==> config.mk <==
export PLATFORM = sky130hd
export DESIGN_NAME = sdram_init_seq
export DESIGN_NICKNAME = d
export VERILOG_FILES = /design/src/rtl/sdram_init_pkg.sv /design/src/rtl/init_wait_timer.sv /design/src/rtl/init_step_ctrl.sv /design/src/rtl/init_pin_drive.sv /design/src/rtl/sdram_init_seq.sv
export SDC_FILE = /design/constraint.sdc
export NUM_CORES = 1
export LEC_CHECK = 0
export BUFFER_PORTS_ARGS = -buffer_cell sky130_fd_sc_hd__buf_2
export CORE_ASPECT_RATIO = 1.5
export CORE_MARGIN = 3
export CORE_UTILIZATION = 35
export CTS_CLUSTER_DIAMETER = 30
export DETAILED_ROUTE_END_ITERATION = 6
export HOLD_SLACK_MARGIN = 0.1
export PLACE_DENSITY = 0.56
export SKIP_CTS_REPAIR_TIMING = 1
export SLEW_MARGIN = 15
export SYNTH_ARGS = -nofsm -noshare
export SYNTH_HDL_FRONTEND = slang
export SYNTH_SLANG_ARGS = --single-unit
==> constraint.sdc <==
create_clock -name clk -period 5.2 [get_ports clk]
set_input_delay 0.78 -clock clk [delete_from_list [all_inputs] [get_ports clk]]
set_output_delay 0.78 -clock clk [all_outputs]
set_load 0.05 [all_outputs]
==> src/rtl/sdram_init_pkg.sv <==
// Shared types and helpers for the SDRAM bring-up sequencer.
// Assumes: delays are given in whole nanoseconds and the clock period in picoseconds.
package sdram_init_pkg;

    // Command requested by the step controller for the next cycle.
    typedef enum logic [1:0] {
        CMD_NOP = 2'd0,
        CMD_PRE = 2'd1,
        CMD_REF = 2'd2,
        CMD_MRS = 2'd3
    } init_cmd_e;

    // Progress of the bring-up sequence.
    typedef enum logic [2:0] {
        ST_PAUSE   = 3'd0,
        ST_REFRESH = 3'd1,
        ST_MODE    = 3'd2,
        ST_SETTLE  = 3'd3,
        ST_READY   = 3'd4
    } init_state_e;

    // Active-low command pin group, ordered cs, ras, cas, we.
    typedef struct packed {
        logic cs_n;
        logic ras_n;
        logic cas_n;
        logic we_n;
    } pin_cmd_t;

    localparam pin_cmd_t PINS_NOP = '{cs_n: 1'b0, ras_n: 1'b1, cas_n: 1'b1, we_n: 1'b1};
    localparam pin_cmd_t PINS_PRE = '{cs_n: 1'b0, ras_n: 1'b0, cas_n: 1'b1, we_n: 1'b0};
    localparam pin_cmd_t PINS_REF = '{cs_n: 1'b0, ras_n: 1'b0, cas_n: 1'b0, we_n: 1'b1};
    localparam pin_cmd_t PINS_MRS = '{cs_n: 1'b0, ras_n: 1'b0, cas_n: 1'b0, we_n: 1'b0};

    // Converts nanoseconds to a cycle count, rounding up, never below one.
    function automatic int unsigned ns_to_cycles(input int unsigned ns, input int unsigned period_ps);
        longint unsigned prod;
        longint unsigned cyc;
        prod = longint'(ns) * 64'd1000;
        cyc  = (prod + longint'(period_ps) - 64'd1) / longint'(period_ps);
        if (cyc < 64'd1) cyc = 64'd1;
        return int'(cyc);
    endfunction

    // Larger of two counts.
    function automatic int unsigned max2(input int unsigned a, input int unsigned b);
        return (a > b) ? a : b;
    endfunction

endpackage

==> src/rtl/init_wait_timer.sv <==
// Down-counter that spaces the bring-up steps.
// It starts at RESET_VAL after reset, counts toward zero, and reloads only when expired.
// Assumes: the controller loads only while the timer is expired.
module init_wait_timer #(
    parameter int unsigned CNT_W     = 16,
    parameter int unsigned RESET_VAL = 1
) (
    input  logic             clk,
    input  logic             rst_n,
    input  logic             load,
    input  logic [CNT_W-1:0] load_val,
    output logic             expired
);

    logic [CNT_W-1:0] count_q;

    assign expired = (count_q == '0);

    // Reload on request, otherwise count down and hold at zero.
    always_ff @(posedge clk) begin
        if (!rst_n) begin
            count_q <= CNT_W'(RESET_VAL);
        end else if (load) begin
            count_q <= load_val;
        end else if (!expired) begin
            count_q <= count_q - 1'b1;
        end
    end


    load_when_expired_chk: assert property (@(posedge clk) disable iff (!rst_n)
        load |-> expired);


    zero_holds_chk: assert property (@(posedge clk) disable iff (!rst_n)
        (expired && !load) |=> expired);

endmodule

==> src/rtl/init_step_ctrl.sv <==
// Step controller: walks pause, precharge-all, refreshes, mode load, settle, ready.
// A step fires only when the wait timer has expired, and each step arms the next wait.
// Assumes: all cycle counts are at least 1 and fit in CNT_W bits.
module init_step_ctrl
    import sdram_init_pkg::*;
#(
    parameter int unsigned REFRESHES = 8,
    parameter int unsigned RP_CYC    = 5,
    parameter int unsigned RC_CYC    = 15,
    parameter int unsigned MRD_CYC   = 3,
    parameter int unsigned CNT_W     = 16
) (
    input  logic             clk,
    input  logic             rst_n,
    input  logic             expired,
    output logic             load,
    output logic [CNT_W-1:0] load_val,
    output init_cmd_e        issue,
    output logic             ready
);

    localparam int unsigned REF_W = $clog2(REFRESHES + 1);

    init_state_e      state_q, state_d;
    logic [REF_W-1:0] ref_left_q, ref_left_d;

    // Chooses the next command, the next wait, and the next state.
    always_comb begin
        load       = 1'b0;
        load_val   = '0;
        issue      = CMD_NOP;
        state_d    = state_q;
        ref_left_d = ref_left_q;
        if (expired) begin
            case (state_q)
                ST_PAUSE: begin
                    issue      = CMD_PRE;
                    load       = 1'b1;
                    load_val   = CNT_W'(RP_CYC - 1);
                    ref_left_d = REF_W'(REFRESHES);
                    state_d    = ST_REFRESH;
                end
                ST_REFRESH: begin
                    issue      = CMD_REF;
                    load       = 1'b1;
                    load_val   = CNT_W'(RC_CYC - 1);
                    ref_left_d = ref_left_q - 1'b1;
                    if (ref_left_q == REF_W'(1)) state_d = ST_MODE;
                end
                ST_MODE: begin
                    issue    = CMD_MRS;
                    load     = 1'b1;
                    load_val = CNT_W'(MRD_CYC - 1);
                    state_d  = ST_SETTLE;
                end
                ST_SETTLE: state_d = ST_READY;
                default: ;
            endcase
        end
    end

    // Holds the sequence state and the number of refreshes still owed.
    always_ff @(posedge clk) begin
        if (!rst_n) begin
            state_q    <= ST_PAUSE;
            ref_left_q <= REF_W'(REFRESHES);
        end else begin
            state_q    <= state_d;
            ref_left_q <= ref_left_d;
        end
    end

    assign ready = (state_q == ST_READY);


    all_refreshes_before_mode_chk: assert property (@(posedge clk) disable iff (!rst_n)
        (state_q == ST_MODE) |-> (ref_left_q == '0));


    ready_sticky_chk: assert property (@(posedge clk) disable iff (!rst_n)
        (state_q == ST_READY) |=> (state_q == ST_READY));

endmodule

==> src/rtl/init_pin_drive.sv <==
// Output register stage that turns a requested command into pin levels.
// The address carries A10 for the precharge-all and the mode value for the mode load.
// Assumes: ADDR_W is greater than AP_BIT.
module init_pin_drive
    import sdram_init_pkg::*;
#(
    parameter int unsigned ADDR_W     = 11,
    parameter int unsigned BA_W       = 2,
    parameter int unsigned DQM_W      = 4,
    parameter int unsigned AP_BIT     = 10,
    parameter logic [ADDR_W-1:0] MODE_VALUE = '0
) (
    input  logic              clk,
    input  logic              rst_n,
    input  init_cmd_e         issue,
    output pin_cmd_t          pins,
    output logic              cke,
    output logic [DQM_W-1:0]  dqm,
    output logic [BA_W-1:0]   ba,
    output logic [ADDR_W-1:0] addr
);

    localparam logic [ADDR_W-1:0] AP_MASK = ADDR_W'(1) << AP_BIT;

    pin_cmd_t          pins_d;
    logic [ADDR_W-1:0] addr_d;

    // Maps the requested command to its pin levels and address.
    always_comb begin
        case (issue)
            CMD_PRE: begin pins_d = PINS_PRE; addr_d = AP_MASK;    end
            CMD_REF: begin pins_d = PINS_REF; addr_d = '0;         end
            CMD_MRS: begin pins_d = PINS_MRS; addr_d = MODE_VALUE; end
            default: begin pins_d = PINS_NOP; addr_d = '0;         end
        endcase
    end

    // Registers every pin so the interface sees clean levels for a full cycle.
    always_ff @(posedge clk) begin
        if (!rst_n) begin
            pins <= PINS_NOP;
            addr <= '0;
            ba   <= '0;
            cke  <= 1'b1;
            dqm  <= '1;
        end else begin
            pins <= pins_d;
            addr <= addr_d;
            ba   <= '0;
            cke  <= 1'b1;
            dqm  <= '1;
        end
    end


    precharge_all_bank_chk: assert property (@(posedge clk) disable iff (!rst_n)
        (pins == PINS_PRE) |-> addr[AP_BIT]);

endmodule

==> src/rtl/sdram_init_seq.sv <==
// Top of the SDRAM bring-up sequencer.
// It converts the nanosecond delays into cycle counts and ties together the timer, the controller and the pin stage.
// Assumes: a free-running clock and a synchronous active-low reset.
module sdram_init_seq
    import sdram_init_pkg::*;
#(
    parameter int unsigned CLK_PERIOD_PS = 4000,
    parameter int unsigned T_PAUSE_NS    = 200000,
    parameter int unsigned T_RP_NS       = 18,
    parameter int unsigned T_RC_NS       = 60,
    parameter int unsigned T_MRD_NS      = 12,
    parameter int unsigned REFRESHES     = 8,
    parameter int unsigned ADDR_W        = 11,
    parameter int unsigned BA_W          = 2,
    parameter int unsigned DQM_W         = 4,
    parameter logic [ADDR_W-1:0] MODE_VALUE = 11'h032
) (
    input  logic              clk,
    input  logic              rst_n,
    output logic              mem_cs_n,
    output logic              mem_ras_n,
    output logic              mem_cas_n,
    output logic              mem_we_n,
    output logic              mem_cke,
    output logic [DQM_W-1:0]  mem_dqm,
    output logic [BA_W-1:0]   mem_ba,
    output logic [ADDR_W-1:0] mem_addr,
    output logic              init_done
);

    localparam int unsigned PAUSE_CYC = ns_to_cycles(T_PAUSE_NS, CLK_PERIOD_PS);
    localparam int unsigned RP_CYC    = ns_to_cycles(T_RP_NS, CLK_PERIOD_PS);
    localparam int unsigned RC_CYC    = ns_to_cycles(T_RC_NS, CLK_PERIOD_PS);
    localparam int unsigned MRD_CYC   = ns_to_cycles(T_MRD_NS, CLK_PERIOD_PS);
    localparam int unsigned MAX_CYC   = max2(max2(PAUSE_CYC, RP_CYC), max2(RC_CYC, MRD_CYC));
    localparam int unsigned CNT_W     = $clog2(MAX_CYC + 1);

    logic             expired;
    logic             load;
    logic [CNT_W-1:0] load_val;
    init_cmd_e        issue;
    pin_cmd_t         pins;

    init_wait_timer #(
        .CNT_W     (CNT_W),
        .RESET_VAL (PAUSE_CYC - 1)
    ) u_timer (
        .clk      (clk),
        .rst_n    (rst_n),
        .load     (load),
        .load_val (load_val),
        .expired  (expired)
    );

    init_step_ctrl #(
        .REFRESHES (REFRESHES),
        .RP_CYC    (RP_CYC),
        .RC_CYC    (RC_CYC),
        .MRD_CYC   (MRD_CYC),
        .CNT_W     (CNT_W)
    ) u_ctrl (
        .clk      (clk),
        .rst_n    (rst_n),
        .expired  (expired),
        .load     (load),
        .load_val (load_val),
        .issue    (issue),
        .ready    (init_done)
    );

    init_pin_drive #(
        .ADDR_W     (ADDR_W),
        .BA_W       (BA_W),
        .DQM_W      (DQM_W),
        .AP_BIT     (10),
        .MODE_VALUE (MODE_VALUE)
    ) u_drive (
        .clk   (clk),
        .rst_n (rst_n),
        .issue (issue),
        .pins  (pins),
        .cke   (mem_cke),
        .dqm   (mem_dqm),
        .ba    (mem_ba),
        .addr  (mem_addr)
    );

    assign mem_cs_n  = pins.cs_n;
    assign mem_ras_n = pins.ras_n;
    assign mem_cas_n = pins.cas_n;
    assign mem_we_n  = pins.we_n;


    quiet_after_done_chk: assert property (@(posedge clk) disable iff (!rst_n)
        init_done |-> (pins == PINS_NOP));

endmodule

==> results of run 1 <==
## metrics by stage
stage	hold WS (ps)	power (mW)
2_1_floorplan	466.5	0.2635
5_1_grt	542.7	0.3853
4_1_cts	508.4	0.3728
6_report	505.0	0.3701
3_5_place_dp	493.7	0.2579
3_3_place_gp	481.1	0.2577
## final cells by class
| type | instances | area, um^2 | area share |
|---|---|---|---|
| multi-input combinational | 127 | 780.7 | 0.5196 |
| tap | 45 | 56.30 | 0.03747 |
| inverter | 5 | 18.77 | 0.01249 |
| sequential | 28 | 560.5 | 0.3730 |
| clock buffer | 3 | 41.29 | 0.02748 |
| timing repair buffer | 9 | 45.04 | 0.02998 |
## worst max-delay path, stage by stage, from the launching register on
cell and delay [ps]:
dfxtp_1 370, or3_1 510, or4_4 510, or2_0 360, a2111oi_2 410, a41oi_1 90
## path summary, 6_finish.rpt
path	from	end	slack, ps	depth (start not counted)
max	u_timer.count_q[2]	u_timer.count_q[2]	2820	5
min reg2reg	u_timer.count_q[12]	u_timer.count_q[12]	510	2
max reg2reg	u_timer.count_q[2]	u_timer.count_q[2]	2820	5
min	u_timer.count_q[12]	u_timer.count_q[12]	510	2
## synthesized netlist by cell type (2+ instances only)
| cell | number | area share |
|---|---|---|
| a211oi_1 | 3 | 0.015 |
| a21oi_1 | 7 | 0.024 |
| a31oi_1 | 2 | 0.0084 |
| buf_4 | 17 | 0.086 |
| clkbuf_1 | 6 | 0.015 |
| conb_1 | 2 | 0.0051 |
| dfxtp_1 | 28 | 0.38 |
| ha_1 | 4 | 0.034 |
| inv_1 | 4 | 0.010 |
| mux2i_1 | 3 | 0.020 |
| nand2_1 | 14 | 0.035 |
| nand2b_1 | 3 | 0.013 |
| nand3_1 | 8 | 0.027 |
| nand3b_1 | 2 | 0.010 |
| nand4_1 | 2 | 0.0084 |
| nor2_1 | 13 | 0.033 |
| nor3_1 | 5 | 0.017 |
| nor3b_1 | 2 | 0.010 |
| nor4_1 | 5 | 0.021 |
| o211ai_1 | 4 | 0.020 |
| o21ai_0 | 3 | 0.010 |
| o31ai_1 | 4 | 0.020 |
| or2_2 | 2 | 0.0084 |
| or3_1 | 5 | 0.021 |
| or4_1 | 4 | 0.020 |
| xor2_1 | 6 | 0.035 |
## cell usage in the layout, fill, tap and decap left out, types with 3 or more instances in the layout
master	n
dfxtp_1	28
conb_1	15
nand2_1	14
nor2_1	13
buf_2	9
nand3_1	8
a21oi_1	7
xor2_1	6
nor4_1	5
or3_1	5
nor3_1	5
inv_1	4
or4_1	4
o31ai_1	4
o211ai_1	4
ha_1	4
nand2b_1	3
a211oi_1	3
o21ai_0	3
mux2i_1	3
clkbuf_8	3
## state kept, by name, summed over array words and instances (netlist names)
register           count
u_timer.count_q       16
u_ctrl.state_q         3
u_ctrl.ref_left_q      4
u_drive.addr           2
u_drive.pins           3
## power breakdown
group,internal (mW),switching (mW),total [mW]
Sequential,0.216,0.00367,0.220
Combinational,0.00277,0.0308,0.0336
Clock,0.0521,0.0646,0.117
## routing by layer
layer | vias up | GRT usage
met5 | - | 0
met4 | 0 | 0.05567
met3 | 5 | 0.01355
met2 | 9 | 0.2488
met1 | 554 | 0.1242
li1 | 581 | -
## cells by family (layout without fill, tap and decap cells)
family | count (synthesis) | count (layout) | share of synthesized area
and+or+nand+nor | 71 | 71 | 0.2643
other | 2 | 15 | 0.005052
adders and majority gates | 4 | 4 | 0.03367
xor gates and xnor gates | 7 | 7 | 0.04125
AOI/OAI and AO/OA | 26 | 26 | 0.1204
DFF | 28 | 28 | 0.3771
buffers and inverters | 32 | 17 | 0.1305
muxes | 4 | 4 | 0.02778
==> key figures, run 1 <==
Status
  – Outcome: completed

Setup path
  – Arrival time at the worst endpoint: 2520 ps
  – Critical path required time: 5340 ps
  – Setup CP Type: reg2reg
  – Setup crit end kind: flip-flop
  – CP Launch Type: flip-flop
  – Critical Path Fanout Max: 8

Cells and area
  – Final Instance Count excl. Fillers: 217
  – Nets: 180
  – Util after Layout: 0.3730
  – Antenna Cells: 0
  – Fill cell count: 431
  – Layout overhead on the synthesized area: 1.094%
  – Final Cell Area: 1503 um^2
  – Layout cell share with drive strength beyond 1: 0.1105

Placement
  – Placed insts: 214
  – Placement-stage cell area: 1461 um^2
  – Buffers on Ports: 9
  – RD Place Congestion: 0.8669
  – Pre-CTS setup slack: 2860 ps
  – DP HPWL: 2.273 mm

Synthesis
  – Fraction of registers with async set/reset: 0
  – Number of synthesized flops with an enable pin: 0
  – Yosys Warn Count: 0
  – Register area share after synthesis: 0.3771
  – Post-Synthesis Cells: 174
  – Synth unique cells: 42
  – Post-synthesis register bit count: 28
  – Ys flop type: dfxtp_1
  – Cell area after synthesis: 1486 um^2
  – Syn avg cell area: 8.543 um^2

Power
  – Power Dens Cells: 246.3 nW/um^2
  – VDD IR max: 0.1470 mV
  – Leak: 0.5348 nW

Routing
  – Vias per cell: 5.295
  – Drt wl/cell: 13.53 um
  – Met3 WL: 44 um
  – Vias: 1149
  – DRC Markers: 0
  – Met1 wire length: 1.143 mm
  – Initial DRC Count: 18
  – Met2 wire length: 1.691 mm
  – Final WL: 2.935 mm
  – Final ANT Viol Nets: 0
  – Drt first pass iters: 4
  – Highest metal used: met4

Die
  – Die W: 59.21 um
  – # IOs: 25
  – Die area: 5081 um^2
  – Core Region: 4029 um^2
  – Rows: 28
  – Die Y: 85.82 um
  – Initial Util: 0.3689

CTS
  – Skew-Pair Late Insertion Delay: 270 ps
  – Clock Sinks: 28
  – TritonCTS clock tree: done
  – Total CTS buffers: 3
  – CTS Buffer Depth: 2
  – H-Tree Depth: 1
  – Clock root cell: clkbuf_8
  – Worst-path clk slew: 90 ps

Min path
  – Worst hold path type: reg2reg

Global route
  – Initial antenna violation count: 0
  – Grt ovf: 0
  – First-pass GRT wire length: 4.988 mm
  – Number of global-route vias before repair: 1078
  – Largest net degree at the start of global routing: 20
  – Global Route Usage Sum: 0.1264

Timing
  – Final hold vios: 0
  – Worst relative slew slack: 0.6345
  – Period minus WS final: 2385 ps
  – Fmax: 0.4194 GHz
  – Slew Limit Fails: 0
  – Final TNS setup: 0 ps
  – Crit share post-route: 0.4586
  – Final setup viols: 0
  – Setup Skew: 1.696 ps
  – Final worst slack: 2815 ps
  – Worst-Margin Slew: 544.2 ps
  – RSZ-0062 raised after global routing: no

Run
  – Maxcap violations: 0
(Power assumes the default switching activity.)
==> run 2: changes to the inputs <==
- PLACE_DENSITY: 0.56 -> 0.58
- clock period: 5.2 -> 2.1 ns (I/O delays scaled with it)
==> run 2 against run 1 <==
  * First-iteration DRC count increased to 2.5 times the previous value
  * Utilization increased by 2.7 points
  * Sequential power increased by 150%
  * Worst hold slack got worse by 96 ps
  * Highest routed layer unchanged
==> key figures, run 2 (synthesis results as in run 1) <==
Placement
  – RD Place Congestion: 0.8582 (was 0.8669)
  – DP HPWL: 2.289 mm (was 2.273 mm)
  – Buffers on Ports: 9 (unchanged)
  – Pre-CTS setup slack: 35.35 ps (was 2860 ps)
  – Placed insts: 225 (was 214)

Routing
  – Met3 WL: 83 um (was 44 um)
  – Vias per cell: 5.268 (was 5.295)
  – Vias: 1201 (was 1149)
  – Final WL: 3.031 mm (was 2.935 mm)
  – Final ANT Viol Nets: 0 (unchanged)
  – Drt wl/cell: 13.29 um (was 13.53 um)
  – Met1 wire length: 1.296 mm (was 1.143 mm)
  – Highest metal used: met4 (unchanged)
  – Drt first pass iters: 4 (unchanged)
  – DRC Markers: 0 (unchanged)
  – Initial DRC Count: 45 (was 18)
  – Met2 wire length: 1.611 mm (was 1.691 mm)

Cells and area
  – Layout cell share with drive strength beyond 1: 0.1858 (was 0.1105)
  – Util after Layout: 0.4000 (was 0.3730)
  – Antenna Cells: 0 (unchanged)
  – Largest Register: u_timer.count_q (unchanged)
  – Layout overhead on the synthesized area: 8.418% (was 1.094%)
  – Nets: 191 (was 180)
  – Most frequent cells in the layout: dfxtp_1 (27), conb_1 (15), nand2_1 (14) (was dfxtp_1 (28), conb_1 (15), nand2_1 (14))
  – Most common cell after layout, fill and taps aside: dfxtp_1 (unchanged)
  – Biggest registers after layout: u_timer.count_q x16, u_ctrl.ref_left_q x4 (unchanged)
  – Final Instance Count excl. Fillers: 228 (was 217)
  – Max reg flops: 16 (unchanged)

Setup path
  – Critical Path, Cell by Cell: or3_1 -> or4_4 -> or2_4 -> a2111oi_4 -> a41oi_1 (was or3_1 -> or4_4 -> or2_0 -> a2111oi_2 -> a41oi_1)
  – Max incr delay on CP: 560 ps (was 510 ps)
  – CP Launch Type: flip-flop (unchanged)
  – Reg2Reg Depth: 5 (unchanged)
  – Setup CP Type: reg2reg (unchanged)
  – Critical Path Fanout Max: 6 (was 8)
  – Setup crit end kind: flip-flop (unchanged)
  – Worst path slowest cell: or4_4 (was or3_1)
  – Arrival time at the worst endpoint: 2190 ps (was 2520 ps)
  – Critical path required time: 2250 ps (was 5340 ps)

Die
  – # IOs: 25 (unchanged)
  – Rows: 28 (unchanged)
  – Core Region: 4029 um^2 (unchanged)
  – Die Y: 85.82 um (unchanged)
  – Initial Util: 0.3689 (unchanged)
  – Die W: 59.21 um (unchanged)
  – Die area: 5081 um^2 (unchanged)

CTS
  – TritonCTS clock tree: done (unchanged)
  – Skew-Pair Late Insertion Delay: 270 ps (about the same)
  – H-Tree Depth: 1 (unchanged)
  – CTS Buffer Depth: 2 (unchanged)
  – Worst-path clk slew: 90 ps (about the same)
  – Clock root cell: clkbuf_8 (unchanged)
  – Clock Sinks: 28 (unchanged)
  – Total CTS buffers: 3 (unchanged)

Timing
  – Crit share post-route: 0.9732 (was 0.4586)
  – Fmax: 0.4893 GHz (was 0.4194 GHz)
  – Slew Limit Fails: 0 (unchanged)
  – Final setup viols: 0 (unchanged)
  – Period minus WS final: 2044 ps (was 2385 ps)
  – Setup Skew: 9.063 ps (was 1.696 ps)
  – Final hold slack: 408.7 ps (was 505.0 ps)
  – Final hold vios: 0 (unchanged)
  – RSZ-0062 raised after global routing: yes (was no)
  – Final worst slack: 56.22 ps (was 2815 ps)

Global route
  – Global Route Usage Sum: 0.1289 (was 0.1264)
  – Initial antenna violation count: 0 (unchanged)
  – Grt ovf: 0 (unchanged)
  – First-pass GRT wire length: 5.133 mm (was 4.988 mm)
  – Largest net degree at the start of global routing: 19 (was 20)
  – Number of global-route vias before repair: 1176 (was 1078)

Power
  – Power Dens Cells: 569.7 nW/um^2 (was 246.3 nW/um^2)
  – Total Power: 0.9181 mW (was 0.3701 mW)
  – Leak: 0.5959 nW (was 0.5348 nW)
  – VDD IR max: 0.3022 mV (was 0.1470 mV)

Run
  – Maxcap violations: 0 (unchanged)

Min path
  – WHS Path Cells: 3 (was 2)
  – Worst hold path type: in2reg (was reg2reg)

Status
  – Outcome: completed (unchanged)
## run 2: layout make-up
class                           count  area, um^2
Clock buffer                        3       41.29
Tap cell                           45       56.30
Multi-Input combinational cell    127       805.8
Fill cell                         427        2417
Timing Repair Buffer               20       127.6
Inverter                            5       18.77
Sequential cell                    28       561.8
## run 2: path summary, 6_finish.rpt
| path | from | end | slack, ps |
|---|---|---|---|
| max reg2reg | u_timer.count_q[8] | u_timer.count_q[2] | 60 |
| max | u_timer.count_q[8] | u_timer.count_q[2] | 60 |
| min reg2reg | u_timer.count_q[12] | u_timer.count_q[12] | 500 |
| min | rst_n | u_timer.count_q[12] | 410 |
## run 2: worst max-delay path, delay by kind of cell, from the launching register on
| family | cells | cell delay [ps] |
|---|---|---|
| compound gates | 2 | 360 |
| simple gates | 3 | 1220 |
| flops | 1 | 340 |
## run 2: metal layers
metal / global-route usage / vias up
met3: 0.02410 / 4
met4: 0.05567 / 0
met2: 0.2179 / 17
li1: - / 598
met5: 0 / -
met1: 0.1542 / 582
## run 2: metrics by stage
stage | TNS, ps | cell area [um^2]
floorplan | -67.77 | 1548
global placement | 0 | 1550
detailed placement | 0 | 1550
CTS | 0 | 1592
global route | -12.06 | 1612
finish | 0 | 1612
## run 2: where the power goes
| part | switching, mW | total, mW | internal [mW] |
|---|---|---|---|
| Combinational | 0.0784 | 0.0899 | 0.0115 |
| Sequential | 0.00823 | 0.544 | 0.536 |
| Clock | 0.156 | 0.284 | 0.129 |
